## config.mk

```make
export PLATFORM = sky130hd
export DESIGN_NAME = efs_sense_seq
export DESIGN_NICKNAME = d
export VERILOG_FILES = /design/src/rtl/efs_pkg.sv /design/src/rtl/efs_step_timer.sv /design/src/rtl/efs_seq_fsm.sv /design/src/rtl/efs_ctrl_encode.sv /design/src/rtl/efs_out_mux.sv /design/src/rtl/efs_sense_seq.sv
export SDC_FILE = /design/constraint.sdc
export NUM_CORES = 1
export LEC_CHECK = 0
export BUFFER_PORTS_ARGS = -buffer_cell sky130_fd_sc_hd__buf_2
export CORE_UTILIZATION = 57
export CTS_BUF_LIST = sky130_fd_sc_hd__clkbuf_4
export CTS_CLUSTER_SIZE = 24
export DETAILED_ROUTE_END_ITERATION = 12
export PLACE_DENSITY = 0.8
export SLEW_MARGIN = 20
export SYNTH_ARGS = -nofsm -noshare
export SYNTH_HDL_FRONTEND = slang
export SYNTH_SLANG_ARGS = --single-unit
```

## constraint.sdc

```tcl
create_clock -name clk -period 2.8 [get_ports clk]
set_input_delay 0.56 -clock clk [delete_from_list [all_inputs] [get_ports clk]]
set_output_delay 0.56 -clock clk [all_outputs]
set_load 0.1 [all_outputs]
```

## src/rtl/efs_pkg.sv

```systemverilog
package efs_pkg;

   typedef enum logic [2:0] {
      ST_REST    = 3'd0,
      ST_OPEN    = 3'd1,
      ST_SENSE   = 3'd2,
      ST_RELEASE = 3'd3,
      ST_CLOSE   = 3'd4
   } step_e;

   typedef struct packed {
      logic pre_n;
      logic fb;
      logic sen_a;
      logic sen_b;
   } ctrl_t;

   localparam ctrl_t CTRL_REST = '{pre_n: 1'b1, fb: 1'b1, sen_a: 1'b0, sen_b: 1'b0};

endpackage

```

## src/rtl/efs_step_timer.sv

```systemverilog
module efs_step_timer #(
   parameter int CNT_W = 8
) (
   input  logic             clk,
   input  logic             rst_n,
   input  logic             capture_i,
   input  logic             reload_i,
   input  logic             run_i,
   input  logic [CNT_W-1:0] dwell_i,
   output logic             last_o
);
   localparam logic [CNT_W-1:0] ONE = {{(CNT_W-1){1'b0}}, 1'b1};

   logic [CNT_W-1:0] dwell_q;
   logic [CNT_W-1:0] cnt_q;
   logic [CNT_W-1:0] eff_dwell;

   assign eff_dwell = (dwell_i == '0) ? ONE : dwell_i;

   always_ff @(posedge clk or negedge rst_n) begin
      if (!rst_n) begin
         dwell_q <= ONE;
         cnt_q   <= '0;
      end else if (capture_i) begin
         dwell_q <= eff_dwell;
         cnt_q   <= eff_dwell - ONE;
      end else if (reload_i) begin
         cnt_q   <= dwell_q - ONE;
      end else if (run_i && cnt_q != '0) begin
         cnt_q   <= cnt_q - ONE;
      end
   end

   assign last_o = (cnt_q == '0);

   // the stored dwell is never zero and the count stays below it
   p_cnt_bound_r6: assert property (@(posedge clk) disable iff (!rst_n)
      (dwell_q != '0) && (cnt_q < dwell_q));

   // the dwell in use only changes when a new sequence is captured
   p_dwell_held_r7: assert property (@(posedge clk) disable iff (!rst_n)
      !capture_i |=> $stable(dwell_q));
endmodule

```

## src/rtl/efs_seq_fsm.sv

```systemverilog
module efs_seq_fsm
   import efs_pkg::*;
(
   input  logic  clk,
   input  logic  rst_n,
   input  logic  start_i,
   input  logic  test_sel_i,
   input  logic  last_i,
   output logic  capture_o,
   output logic  reload_o,
   output logic  run_o,
   output step_e step_o,
   output logic  busy_o,
   output logic  done_o
);
   step_e step_q;
   step_e step_nx;
   logic  done_q;
   logic  accept;
   logic  advance;

   assign accept  = (step_q == ST_REST) && start_i && !test_sel_i;
   assign advance = (step_q != ST_REST) && last_i;

   always_comb begin
      step_nx = step_q;
      if (accept) begin
         step_nx = ST_OPEN;
      end else if (advance) begin
         unique case (step_q)
            ST_OPEN:    step_nx = ST_SENSE;
            ST_SENSE:   step_nx = ST_RELEASE;
            ST_RELEASE: step_nx = ST_CLOSE;
            default:    step_nx = ST_REST;
         endcase
      end
   end

   always_ff @(posedge clk or negedge rst_n) begin
      if (!rst_n) begin
         step_q <= ST_REST;
         done_q <= 1'b0;
      end else begin
         step_q <= step_nx;
         done_q <= advance && (step_q == ST_CLOSE);
      end
   end

   assign capture_o = accept;
   assign reload_o  = advance && (step_q != ST_CLOSE);
   assign run_o     = (step_q != ST_REST);
   assign step_o    = step_q;
   assign busy_o    = (step_q != ST_REST);
   assign done_o    = done_q;

   // no step is left before its timer expires
   p_step_hold_r6: assert property (@(posedge clk) disable iff (!rst_n)
      (step_q != ST_REST) && !last_i |=> step_q == $past(step_q));

   // a start during a running step leaves that step in place
   p_start_ignored_r8: assert property (@(posedge clk) disable iff (!rst_n)
      start_i && (step_q != ST_REST) && !last_i |=> $stable(step_q));

   // done is a single-cycle pulse
   p_done_pulse_r9: assert property (@(posedge clk) disable iff (!rst_n)
      done_q |=> !done_q);
endmodule

```

## src/rtl/efs_ctrl_encode.sv

```systemverilog
module efs_ctrl_encode
   import efs_pkg::*;
(
   input  step_e step_i,
   output ctrl_t ctrl_o
);
   always_comb begin
      unique case (step_i)
         ST_OPEN:    ctrl_o = '{pre_n: 1'b0, fb: 1'b0, sen_a: 1'b0, sen_b: 1'b0};
         ST_SENSE:   ctrl_o = '{pre_n: 1'b0, fb: 1'b0, sen_a: 1'b1, sen_b: 1'b1};
         ST_RELEASE: ctrl_o = '{pre_n: 1'b1, fb: 1'b0, sen_a: 1'b1, sen_b: 1'b1};
         default:    ctrl_o = CTRL_REST;
      endcase
   end

   // the sense path is never enabled while the latch loop is closed
   always_comb begin
      a_no_fight_r4: assert ((ctrl_o.sen_a | ctrl_o.sen_b) -> !ctrl_o.fb);
   end
endmodule

```

## src/rtl/efs_out_mux.sv

```systemverilog
module efs_out_mux
   import efs_pkg::*;
#(
   parameter bit OUT_REG = 1'b0
) (
   input  logic  clk,
   input  logic  rst_n,
   input  logic  test_sel_i,
   input  ctrl_t seq_i,
   input  ctrl_t tst_i,
   output ctrl_t ctrl_o
);
   ctrl_t pick;

   assign pick = test_sel_i ? tst_i : seq_i;

   generate
      if (OUT_REG) begin : g_reg
         ctrl_t ctrl_q;
         always_ff @(posedge clk or negedge rst_n) begin
            if (!rst_n) ctrl_q <= CTRL_REST;
            else        ctrl_q <= pick;
         end
         assign ctrl_o = ctrl_q;
      end else begin : g_comb
         assign ctrl_o = pick;
      end
   endgenerate
endmodule

```

## src/rtl/efs_sense_seq.sv

```systemverilog
module efs_sense_seq
   import efs_pkg::*;
#(
   parameter int CNT_W   = 8,
   parameter bit OUT_REG = 1'b0
) (
   input  logic             clk,
   input  logic             rst_n,
   input  logic             start_i,
   input  logic             test_sel_i,
   input  logic             tst_pre_n_i,
   input  logic             tst_fb_i,
   input  logic             tst_sen_a_i,
   input  logic             tst_sen_b_i,
   input  logic [CNT_W-1:0] dwell_i,
   output logic             pre_n_o,
   output logic             fb_o,
   output logic             sen_a_o,
   output logic             sen_b_o,
   output logic             busy_o,
   output logic             done_o
);
   generate
      if (CNT_W < 1 || CNT_W > 32) begin : g_bad_width
         $error("efs_sense_seq: CNT_W must lie in 1..32");
      end
   endgenerate

   logic  capture;
   logic  reload;
   logic  run;
   logic  last;
   step_e step;
   ctrl_t seq_ctrl;
   ctrl_t tst_ctrl;
   ctrl_t out_ctrl;

   efs_step_timer #(.CNT_W(CNT_W)) u_timer (
      .clk       (clk),
      .rst_n     (rst_n),
      .capture_i (capture),
      .reload_i  (reload),
      .run_i     (run),
      .dwell_i   (dwell_i),
      .last_o    (last)
   );

   efs_seq_fsm u_fsm (
      .clk        (clk),
      .rst_n      (rst_n),
      .start_i    (start_i),
      .test_sel_i (test_sel_i),
      .last_i     (last),
      .capture_o  (capture),
      .reload_o   (reload),
      .run_o      (run),
      .step_o     (step),
      .busy_o     (busy_o),
      .done_o     (done_o)
   );

   efs_ctrl_encode u_enc (
      .step_i (step),
      .ctrl_o (seq_ctrl)
   );

   assign tst_ctrl = '{pre_n: tst_pre_n_i, fb: tst_fb_i, sen_a: tst_sen_a_i, sen_b: tst_sen_b_i};

   efs_out_mux #(.OUT_REG(OUT_REG)) u_mux (
      .clk        (clk),
      .rst_n      (rst_n),
      .test_sel_i (test_sel_i),
      .seq_i      (seq_ctrl),
      .tst_i      (tst_ctrl),
      .ctrl_o     (out_ctrl)
   );

   assign pre_n_o = out_ctrl.pre_n;
   assign fb_o    = out_ctrl.fb;
   assign sen_a_o = out_ctrl.sen_a;
   assign sen_b_o = out_ctrl.sen_b;

   // a sequence only begins from an accepted start outside test mode
   p_start_gate_r11: assert property (@(posedge clk) disable iff (!rst_n)
      $rose(busy_o) |-> $past(start_i) && !$past(test_sel_i));

   // done and busy are never high together
   p_done_idle_r9: assert property (@(posedge clk) disable iff (!rst_n)
      done_o |-> !busy_o);

   // when a sequence ends, the sequencer word is back at rest
   p_end_rest_r5: assert property (@(posedge clk) disable iff (!rst_n)
      $fell(busy_o) |-> seq_ctrl == CTRL_REST);
endmodule

```

# After elaboration in Yosys (flattened, before gate mapping)
# Index checks and enable logic that the tools add are counted.
[classes] eq_ne=5 n_reduce_logical=14 mux=9 add_sub_neg=3
[op_table] cell="2-to-1 mux 8 bit" count=4
[op_table] cell="subtractor 8 x 1 -> 8 bit, second input constant" count=3
[op_table] cell="logical NOT 8 bit" count=2
[op_table] cell="case mux 4 bit (3 select lines)" count=1
[op_table] cell="case mux 3 bit (3 select lines)" count=1
[op_table] cell="nonzero test 8 bit" count=1
[op_table] cell="== test 3 x 2 -> 1 bit, second input constant" count=2
[op_table] cell="logical AND 1 bit" count=6
[op_table] cell="2-to-1 mux 3 bit" count=2
[op_table] cell="nonzero test 3 bit" count=2
[op_table] cell="2-to-1 mux 4 bit" count=1
[op_table] cell="== test 3 x 1 -> 1 bit, second input constant" count=1
[op_table] cell="== test 3 bit, second input constant" count=1
[op_table] cell="logical NOT 3 bit" count=1
[op_table] cell="inequality test 3 bit, second input constant" count=1
[op_table] cell="nonzero test 2 bit" count=1
[op_table] cell="logical NOT 1 bit" count=1
[word_totals] in_bits=16 regBits=20 word_cells=35 output_inout_bits=6

# Logic depth before layout (Yosys ltp)
# Gate-level depths: netlist of the first run.
[logic_depth] depth_word=5 ltp_mapped=11 mapped_depth_nobuf=10

# Hierarchy
# A second synthesis of the first run with hierarchy kept.
[unflattened] cells_unflattened=136 area_unflattened_um2=1272.5
[by_module_without_submodules] module="efs_step_timer" cells_per_inst=107 seq_area_each_um2=401.6 area_each_um2=973.4 n_inst=1
[by_module_without_submodules] module="efs_seq_fsm" cells_per_inst=20 seq_area_each_um2=100.1 area_each_um2=217.7 n_inst=1
[by_module_without_submodules] module="efs_out_mux" cells_per_inst=4 seq_area_each_um2=0.0 area_each_um2=45.0 n_inst=1
[by_module_without_submodules] module="efs_ctrl_encode" cells_per_inst=5 seq_area_each_um2=0.0 area_each_um2=36.3 n_inst=1

# Least setup slack after synthesis of the first run
# Ideal clock, no wire load.
[synth_timing] kind="register -> output" startpoint="reg u_fsm.step_q[1] (netlist: u_fsm.step_o[1])" endpoint="out fb_o" arrival_ns=2.863 setup_slack_ns=-0.623 stages_incl_launch_ff=5 required_ns=2.240 cell_sequence="dfrtp_1 buf_2 nor2_4 nor2_1 o21ai_0"
[synth_via] elab_chain_cells=3 elab_cells_between_ends=5 cone_classes="3 x eq/ne; 2 x mux"
[synth_rtl] element="start, declared" line="efs_seq_fsm.sv:16" text="step_e step_q;"
[synth_rtl] element="start signal, assigned" line="efs_seq_fsm.sv:44" text="step_q <= step_nx;"
[synth_rtl] element="== test 3 x 2 -> 1 bit or == test 3 x 1 -> 1 bit (tied branches)" line="efs_ctrl_encode.sv:8" text="unique case (step_i)"
[synth_rtl] element="case mux 4 bit (3 select lines) (*)" line="efs_ctrl_encode.sv:8"
[synth_rtl] element="2-to-1 mux 4 bit (*)" line="efs_out_mux.sv:15" text="assign pick = test_sel_i ? tst_i : seq_i;"
[synth_rtl] element="end, declared" line="efs_sense_seq.sv:17" text="output logic fb_o,"
# Every way passes the cells marked *; elsewhere a longest branch is shown, timed or not.

# Worst setup path in the final report of the first run
[layout_timing] startpoint="reg u_timer.cnt_q[7]" endpoint="reg u_timer.cnt_q[4]"
[layout_via] elab_chain_cells=5 elab_cells_between_ends=8 cone_classes="2 x mux; 6 x reduce/logical"
[layout_rtl] element="start, declared" line="efs_step_timer.sv:15" text="logic [CNT_W-1:0] cnt_q;"
[layout_rtl] element="start signal, assigned" line="efs_step_timer.sv:26" text="cnt_q <= eff_dwell - ONE;"
[layout_rtl] element="start signal, assigned" line="efs_step_timer.sv:28" text="cnt_q <= dwell_q - ONE;"
[layout_rtl] element="start signal, assigned" line="efs_step_timer.sv:30" text="cnt_q <= cnt_q - ONE;"
[layout_rtl] element="logical NOT 8 bit" line="efs_step_timer.sv:34" text="assign last_o = (cnt_q == '0);"
[layout_rtl] element="logical AND 1 bit" line="efs_seq_fsm.sv:23" text="assign advance = (step_q != ST_REST) && last_i;"
[layout_rtl] element="logical AND 1 bit" line="efs_seq_fsm.sv:50" text="assign reload_o = advance && (step_q != ST_CLOSE);"
[layout_rtl] element="2-to-1 mux 8 bit" line="efs_step_timer.sv:27" text="end else if (reload_i) begin"
[layout_rtl] element="2-to-1 mux 8 bit" line="efs_step_timer.sv:24" text="end else if (capture_i) begin"
# Several ways; a longest one is shown, not always the timed one.
# A chain may end at the register's enable or synchronous reset.

==> results of run 1 <==
per-stage QoR:
step | utilization, % | worst slack, ps
CTS | 69.4 | 543
global route | 69.4 | 351
detailed placement | 68.1 | 463
finish | 69.4 | 541
floorplan | - | -560
global placement | 68.1 | 541
flip-flops by register name (all words and copies together) (netlist names):
signal           flops
u_timer.cnt_q        8
u_timer.dwell_q      8
u_fsm.step_o         3
u_fsm.done_o         1
critical path: stages (launching register included):
cell	delay [ps]
dfrtp_1	430
nor4_2	300
buf_4	180
and3_1	320
a211oi_1	120
or2_1	230
ha_1	220
inv_1	70
nor2_1	50
xnor2_1	130
a21oi_1	140
cell usage in the layout (no fill, tap or decap), types with 3 or more instances in the layout:
cell	instances
a21oi_1	12
and3_1	3
buf_2	21
buf_4	3
clkbuf_4	3
dfrtp_1	19
nand2_1	26
nand3_1	4
nor2_1	17
nor3_1	3
o21ai_0	5
o21ai_1	3
xnor2_1	5
how the worst max path moves through the flow:
| stage | start | endpoint | slack (ps) | depth (start not counted) |
|---|---|---|---|---|
| after floorplan | test_sel_i | sen_a_o | -560 | 2 |
| after global placement | test_sel_i | u_timer.cnt_q[4] | 540 | 10 |
| after detailed placement | test_sel_i | u_timer.cnt_q[4] | 460 | 10 |
| after CTS | u_fsm.step_o[1] | fb_o | 540 | 4 |
| after global routing | u_timer.cnt_q[3] | u_timer.cnt_q[4] | 350 | 10 |
| final | u_timer.cnt_q[7] | u_timer.cnt_q[4] | 540 | 10 |
logic make-up (layout without fill, tap and decap cells):
group           count (synthesis)  after routing  share of synthesized area, %
simple gates                   71             71                          31.6
xor+xnor                        7              7                          4.87
flops                          20             20                          39.9
compound gates                 31             31                          16.8
buf+inv                         9             30                          4.08
fa+ha+maj                       1              1                         0.994
mux                             2              2                          1.79
per-layer routing:
metal / vias to the layer above / track usage, %
li1: 533 / -
met1: 506 / 35.0
met4: 0 / 9.31
met3: 5 / 4.36
met5: - / 0
met2: 27 / 37.5
area by class of cell:
cell class	instances	area share, %
clock inverters	1	0.268
multi-input cells	112	50.3
flip-flops and latches	20	35.8
well taps	27	2.41
clock buffers	3	1.61
inverters	2	0.535
repair buffers	24	9.10
power by group:
part           internal [mW]  total [mW]  leakage (nW)  switching, mW
clock                 0.0521       0.142        0.0154         0.0899
sequential             0.289       0.289         0.251              0
combinational         0.0144      0.0560         0.364         0.0415
total                  0.355       0.487         0.630          0.131
==> impl_metrics.tcl, run 1 <==
set metrics [dict create \
    outcome "completed" \
    worstReg2RegEnd "u_timer.cnt_q[4]" \
    coreArea_um2 2020 \
    crit_arrival_ps 2500 \
    diodes 0 \
    end_kind "flop" \
    gr-total-overflow 0 \
    wl_per_cell_um 13.9 \
    gp_congestion 0.939 \
    crit_required_ps 3040 \
    setup.worst_path.start_class "flop" \
    yosysMostFrequentCell "nand2_1" \
    power_mw 0.487 \
    slew_headroom_pct 67.4 \
    die_w_um 49.0 \
    layout.cells.non_filler 189 \
    ys.flop_type "dfrtp_1" \
    setup_viol 0 \
    first_pass_iters 4 \
    reg2reg_slack_ps 540 \
    ys_warn_count 0 \
    synth_area_leaders "dfrtp_1, nand2_1, nor2_1, a21oi_1, xnor2_1" \
    synth_top_area_share_pct 37.8 \
    synthArstFlopShare_pct 100 \
    post_cts_buffers 0 \
    grt_use_total_pct 24.7 \
    floorplan.die_area_um2 2400 \
    worst_clock_skew_ps 3.37 \
    yosysTopAreaCell "dfrtp_1" \
    syn_nets 158 \
    finalInstanceArea_um2 1400 \
    placedCellCount 185 \
    r2r_cells 10 \
    ys_ff_latch 20 \
    placed_area_um2 1380 \
    antenna_found_initial 0 \
    first_global_vias 996 \
    synth_cell_types 41 \
    clk_pin_slew_worst_paths_ps 110 \
    grt_max_degree 21 \
    peakVddDrop_mv 0.335 \
    min_path_type "in2async" \
    seq_area_frac_synth_pct 39.9 \
    htree_levels 1 \
    worstReg2RegStart "u_timer.cnt_q[7]" \
    die_y_um 49.0 \
    io_pins 22 \
    grt_pass1_wl_mm 4.49 \
    hpwl_mm 1.99 \
    layout.nets 180 \
    hold_buffers 0 \
    ys_top_cells_by_count "nand2_1, dfrtp_1, nor2_1, a21oi_1, o21ai_0" \
    drt_iter0_drc 27 \
    multi_input_area_um2 706 \
    top_layer "met4" \
    cts_tree "built" \
    p_leak_nw 0.630 \
    clk_latency_ps 300 \
    cts-resized-gates 0 \
    viasPerCell 5.67 \
    worst-setup-path-type "reg2reg" \
    syn-instance-count 141 \
    port_buffers 21 \
    cts_buffers 3 \
    maxSlewViolCount 0 \
    hold_viol 0 \
    syn_area_per_cell_um2 8.93 \
    clockBufferDepth 2 \
    clock.fmax_mhz 443 \
    final_layout_size_suffix_gt1_share_pct 27.2 \
    root_buffer "clkbuf_4" \
    row_count 16 \
    routed_wl_mm 2.62 \
    regArea_um2 502 \
    cp_max_fo 7 \
    clock_sinks 20 \
    postRouteAntennaNets 0 \
    setup_tns_ps 0 \
    fill_cells 157 \
    drc 0 \
    wl_met2_mm 1.23 \
    m1WireLength_mm 1.24 \
    synth_area_um2 1260 \
    synth-edff-count 0 \
    fin_crit_ps 2260 \
    cap_violations 0 \
    worst_pin_slew_ps 493 \
    rsz0062_at_grt "false" \
    period_share_pct 80.7 \
    area_delta_synth_final_pct 11.4 \
    initial_core_util_pct 62.3 \
    hold_slack_ps 170 \
    dr_wl_met3_um 108 \
    powerDensity_nw_per_um2 347 \
    vias 1071 \
]
No activity file was read; power rests on OpenSTA's default activity.
==> run 2, diff against run 1 <==
==> constraint.sdc (replaced) <==
create_clock -name clk -period 2.35 [get_ports clk]
set_input_delay 0.47 -clock clk [delete_from_list [all_inputs] [get_ports clk]]
set_output_delay 0.47 -clock clk [all_outputs]
set_load 0.1 [all_outputs]
==> impl_metrics.tcl, run 2 (synthesis results as in run 1) <==
set metrics [dict create \
    cp_max_fo 10 \
    peakVddDrop_mv 0.273 \
    fin_crit_ps 2160 \
    worst_slack_ps 192 \
    floorplan.die_area_um2 2400 \
    final_cell_mix "nand2_1, buf_2, dfrtp_1, nor2_1, a21oi_1" \
    reg2reg_slack_ps 220 \
    hold_buffers 0 \
    cts_buffers 3 \
    switching_share_pct 25.0 \
    crit_arrival_ps 1690 \
    crit_required_ps 1880 \
    gp_congestion 0.945 \
    cpPeakStageDelay_ps 490 \
    power_switching_mw 0.147 \
    drc 0 \
    worst_clock_skew_ps 6.42 \
    r2r_cells 9 \
    first_pass_iters 4 \
    power_mw 0.588 \
    cap_violations 0 \
    antenna_found_initial 0 \
    clock.fmax_mhz 463 \
    clock_sinks 20 \
    cts-resized-gates 0 \
    layout.nets 184 \
    worstReg2RegEnd "u_timer.cnt_q[4]" \
    post_cts_buffers 0 \
    pwr-share-seq_pct 58.5 \
    gr-total-overflow 0 \
    setup.worst_path.start_class "flop" \
    cp_cell_sequence "nor2_4 -> nor2_1 -> o21ai_1 -> buf_2" \
    die_y_um 49.0 \
    worst_pin_slew_ps 487 \
    placedCellCount 189 \
    grt_use_total_pct 25.6 \
    coreArea_um2 2020 \
    final_layout_size_suffix_gt1_share_pct 31.3 \
    finalInstanceArea_um2 1450 \
    intPower_mw 0.441 \
    place_ws_ps 122 \
    power_frac_comb_pct 12.0 \
    area_delta_synth_final_pct 15.0 \
    io_pins 22 \
    vias 1091 \
    postRouteAntennaNets 0 \
    maxSlewViolCount 0 \
    fill_cells 157 \
    grt_pass1_wl_mm 4.77 \
    die_w_um 49.0 \
    period_share_pct 91.8 \
    path_delay_family "flip-flops" \
    clk_latency_ps 290 \
    cpMaxStageDelayCell "dfrtp_1" \
    cp_num_buf_inv 1 \
    root_buffer "clkbuf_4" \
    viasPerCell 5.65 \
    rsz0062_at_grt "false" \
    slew_headroom_pct 67.8 \
    wl_per_cell_um 14.3 \
    grt_max_degree 21 \
    min_path_type "in2async" \
    regArea_um2 502 \
    row_count 16 \
    clockBufferDepth 2 \
    cts_tree "built" \
    routed_wl_mm 2.75 \
    worst-setup-path-type "reg2out" \
    hpwl_mm 2.13 \
    layout_commonest_cell "nand2_1" \
    first_global_vias 1088 \
    clkPwrFrac_pct 29.4 \
    placed_area_um2 1420 \
    p_leak_nw 0.656 \
    layout.cells.non_filler 193 \
    drt_iter0_drc 34 \
    worstReg2RegStart "u_fsm.step_o[1]" \
    hold_viol 0 \
    setup_tns_ps 0 \
    multi_input_area_um2 717 \
    diodes 0 \
    clk_pin_slew_worst_paths_ps 100 \
    initial_core_util_pct 62.3 \
    end_kind "output port" \
    htree_levels 1 \
    outcome "completed" \
    setup_viol 0 \
    port_buffers 21 \
    powerDensity_nw_per_um2 406 \
]
-- run 2: cell types whose count changed in the layout (fill, tap and decap cells not counted) --
cell / change
o21ai_2: +2
clkbuf_4: +1
a21oi_2: +1
buf_4: +4
a21oi_1: -1
clkinv_1: -1
o21ai_0: -2
-- run 2: power groups by stage --
stage / combinational, mW / sequential, mW / clock (mW)
3_5_place_dp: 0.0712 / 0.351 / 0
4_1_cts: 0.0713 / 0.344 / 0.179
5_1_grt: 0.0756 / 0.344 / 0.195
3_3_place_gp: 0.0697 / 0.351 / 0
6_report: 0.0707 / 0.344 / 0.173
2_1_floorplan: 0.0437 / 0.351 / 0
-- run 2: metrics by stage --
step	hold slack [ps]	utilization, %
after floorplan	174	-
after global placement	432	70.1
after detailed placement	439	70.1
after CTS	110	71.6
after global routing	116	71.6
final	98.7	71.6
-- run 2: how the worst max path moves through the flow --
stage                                from               end  cells past startpoint  slack [ps]
final                     u_fsm.step_o[1]              fb_o                      4         190
after floorplan           u_fsm.step_o[1]              fb_o                      4        -230
after global routing      u_fsm.step_o[1]              fb_o                      4          60
after CTS                 u_fsm.step_o[1]              fb_o                      4         190
after global placement         test_sel_i  u_timer.cnt_q[4]                     10         140
after detailed placement       test_sel_i  u_timer.cnt_q[4]                     10         120
-- run 2: area by class of cell --
cell class / count / area share, %
Clock buffer: 4 / 2.07
Tap cell: 27 / 2.33
Timing Repair Buffer: 28 / 10.9
Sequential cell: 20 / 34.7
Inverter: 2 / 0.519
Multi-Input combinational cell: 112 / 49.5
-- run 2: layer usage --
metal / up-vias / part of all wire (%) / track usage, %
met5: - / 0 / 0
met4: 0 / 0 / 4.90
li1: 542 / - / -
met1: 519 / 46 / 31.7
met2: 30 / 50 / 45.1
met3: 0 / 3.5 / 6.23
==> run 3, diff against run 2 <==
==> constraint.sdc (replaced) <==
create_clock -name clk -period 2.45 [get_ports clk]
set_input_delay 0.49 -clock clk [delete_from_list [all_inputs] [get_ports clk]]
set_output_delay 0.49 -clock clk [all_outputs]
set_load 0.1 [all_outputs]
==> impl_metrics.tcl, run 3 (synthesis results as in run 1) <==
set metrics [dict create \
    outcome "completed" \
    antenna_found_initial 0 \
    worst_clock_skew_ps 2.02 \
    gp_congestion 0.940 \
    final_layout_size_suffix_gt1_share_pct 29.0 \
    cts_tree "built" \
    io_pins 22 \
    area_delta_synth_final_pct 12.3 \
    htree_levels 1 \
    cts_buffers 3 \
    clock.fmax_mhz 456 \
    peakVddDrop_mv 0.390 \
    worstReg2RegStart "u_fsm.step_o[1]" \
    clock_sinks 20 \
    worstReg2RegEnd "u_timer.cnt_q[4]" \
    hpwl_mm 2.15 \
    cp_max_fo 7 \
    path_depth 9 \
    cp_num_buf_inv 1 \
    die_w_um 49.0 \
    layout_commonest_cell "nand2_1" \
    min_path_type "in2async" \
    row_count 16 \
    root_buffer "clkbuf_4" \
    clk_latency_ps 310 \
    slew_headroom_pct 67.4 \
    floorplan.die_area_um2 2400 \
    end_kind "flop" \
    diodes 0 \
    hold_viol 0 \
    crit_required_ps 2660 \
    drc 0 \
    fin_crit_ps 2190 \
    cpMaxStageDelayCell "dfrtp_1" \
    coreArea_um2 2020 \
    clockBufferDepth 2 \
    hold_buffers 0 \
    layout.cells.non_filler 189 \
    first_global_vias 1052 \
    setup_viol 0 \
    first_pass_iters 4 \
    worst_pin_slew_ps 492 \
    port_buffers 21 \
    placedCellCount 185 \
    final_cell_mix "nand2_1, buf_2, dfrtp_1, nor2_1, a21oi_1" \
    reg2reg_slack_ps 260 \
    wl_per_cell_um 14.8 \
    place_ws_ps 174 \
    placed_area_um2 1390 \
    die_y_um 49.0 \
    grt_max_degree 21 \
    rsz0062_at_grt "false" \
    gr-total-overflow 0 \
    p_leak_nw 0.634 \
    viasPerCell 5.82 \
    powerDensity_nw_per_um2 398 \
    r2r_cells 9 \
    postRouteAntennaNets 0 \
    worst_slack_ps 258 \
    finalInstanceArea_um2 1410 \
    cts-resized-gates 0 \
    grt_use_total_pct 26.3 \
    post_cts_buffers 0 \
    cpPeakStageDelay_ps 490 \
    maxSlewViolCount 0 \
    cp_cell_sequence "or2_1 -> and3_1 -> a211o_1 -> o21ai_0 -> ha_1 -> inv_1 -> nor2_1 -> xnor2_1 -> a21oi_1" \
    cap_violations 0 \
    routed_wl_mm 2.79 \
    worst-setup-path-type "reg2reg" \
    crit_arrival_ps 2400 \
    drt_iter0_drc 48 \
    period_share_pct 89.5 \
    setup.worst_path.start_class "flop" \
    initial_core_util_pct 62.3 \
    grt_pass1_wl_mm 4.72 \
    crit_start "u_fsm.step_o[1]" \
    layout.nets 180 \
    vias 1100 \
    power_mw 0.563 \
    path_delay_family "simple AND/OR/NAND/NOR gates" \
    clk_pin_slew_worst_paths_ps 110 \
]
==> run 3: worst max path at each step <==
stage | endpoint
CTS | u_timer.cnt_q[4]
global route | u_timer.cnt_q[4]
floorplan | fb_o
finish | u_timer.cnt_q[4]
detailed placement | u_timer.cnt_q[4]
global placement | u_timer.cnt_q[4]
==> run 3: final cells by class <==
cell class / count / area, µm²
inverters: 2 / 7.51
well taps: 27 / 33.8
clock buffers: 3 / 22.5
flip-flops and latches: 20 / 502
clock inverters: 1 / 3.75
repair buffers: 24 / 128
multi-input cells: 112 / 717
fillers: 166 / 608
==> run 3: where the power goes <==
| group | switching, mW | internal [mW] |
|---|---|---|
| sequential | 0 | 0.330 |
| clock | 0.106 | 0.0596 |
| combinational | 0.0501 | 0.0172 |
| total | 0.156 | 0.407 |
==> run 3: metal layers <==
metal	up-vias	global-route usage (%)	routed length [µm]
met2	38	43.5	1360
met3	5	5.30	153
li1	532	-	-
met4	0	10.8	42
met1	525	33.5	1240
met5	-	0	0
==> run 3: worst register-to-register path, delay by kind of cell (launching register included) <==
kind | cells | cell delay [ps]
compound gates | 3 | 490
flops | 1 | 490
simple gates | 3 | 680
fa+ha+maj | 1 | 240
buf+inv | 1 | 50
xor+xnor | 1 | 130
==> run 3: metrics by stage <==
step           TNS, ps  util (%)  hold slack, ps
2_1_floorplan     -149         -             194
3_3_place_gp         0      68.6             456
3_5_place_dp         0      68.6             460
4_1_cts              0      69.9             119
5_1_grt              0      69.9             134
6_report             0      69.9             107
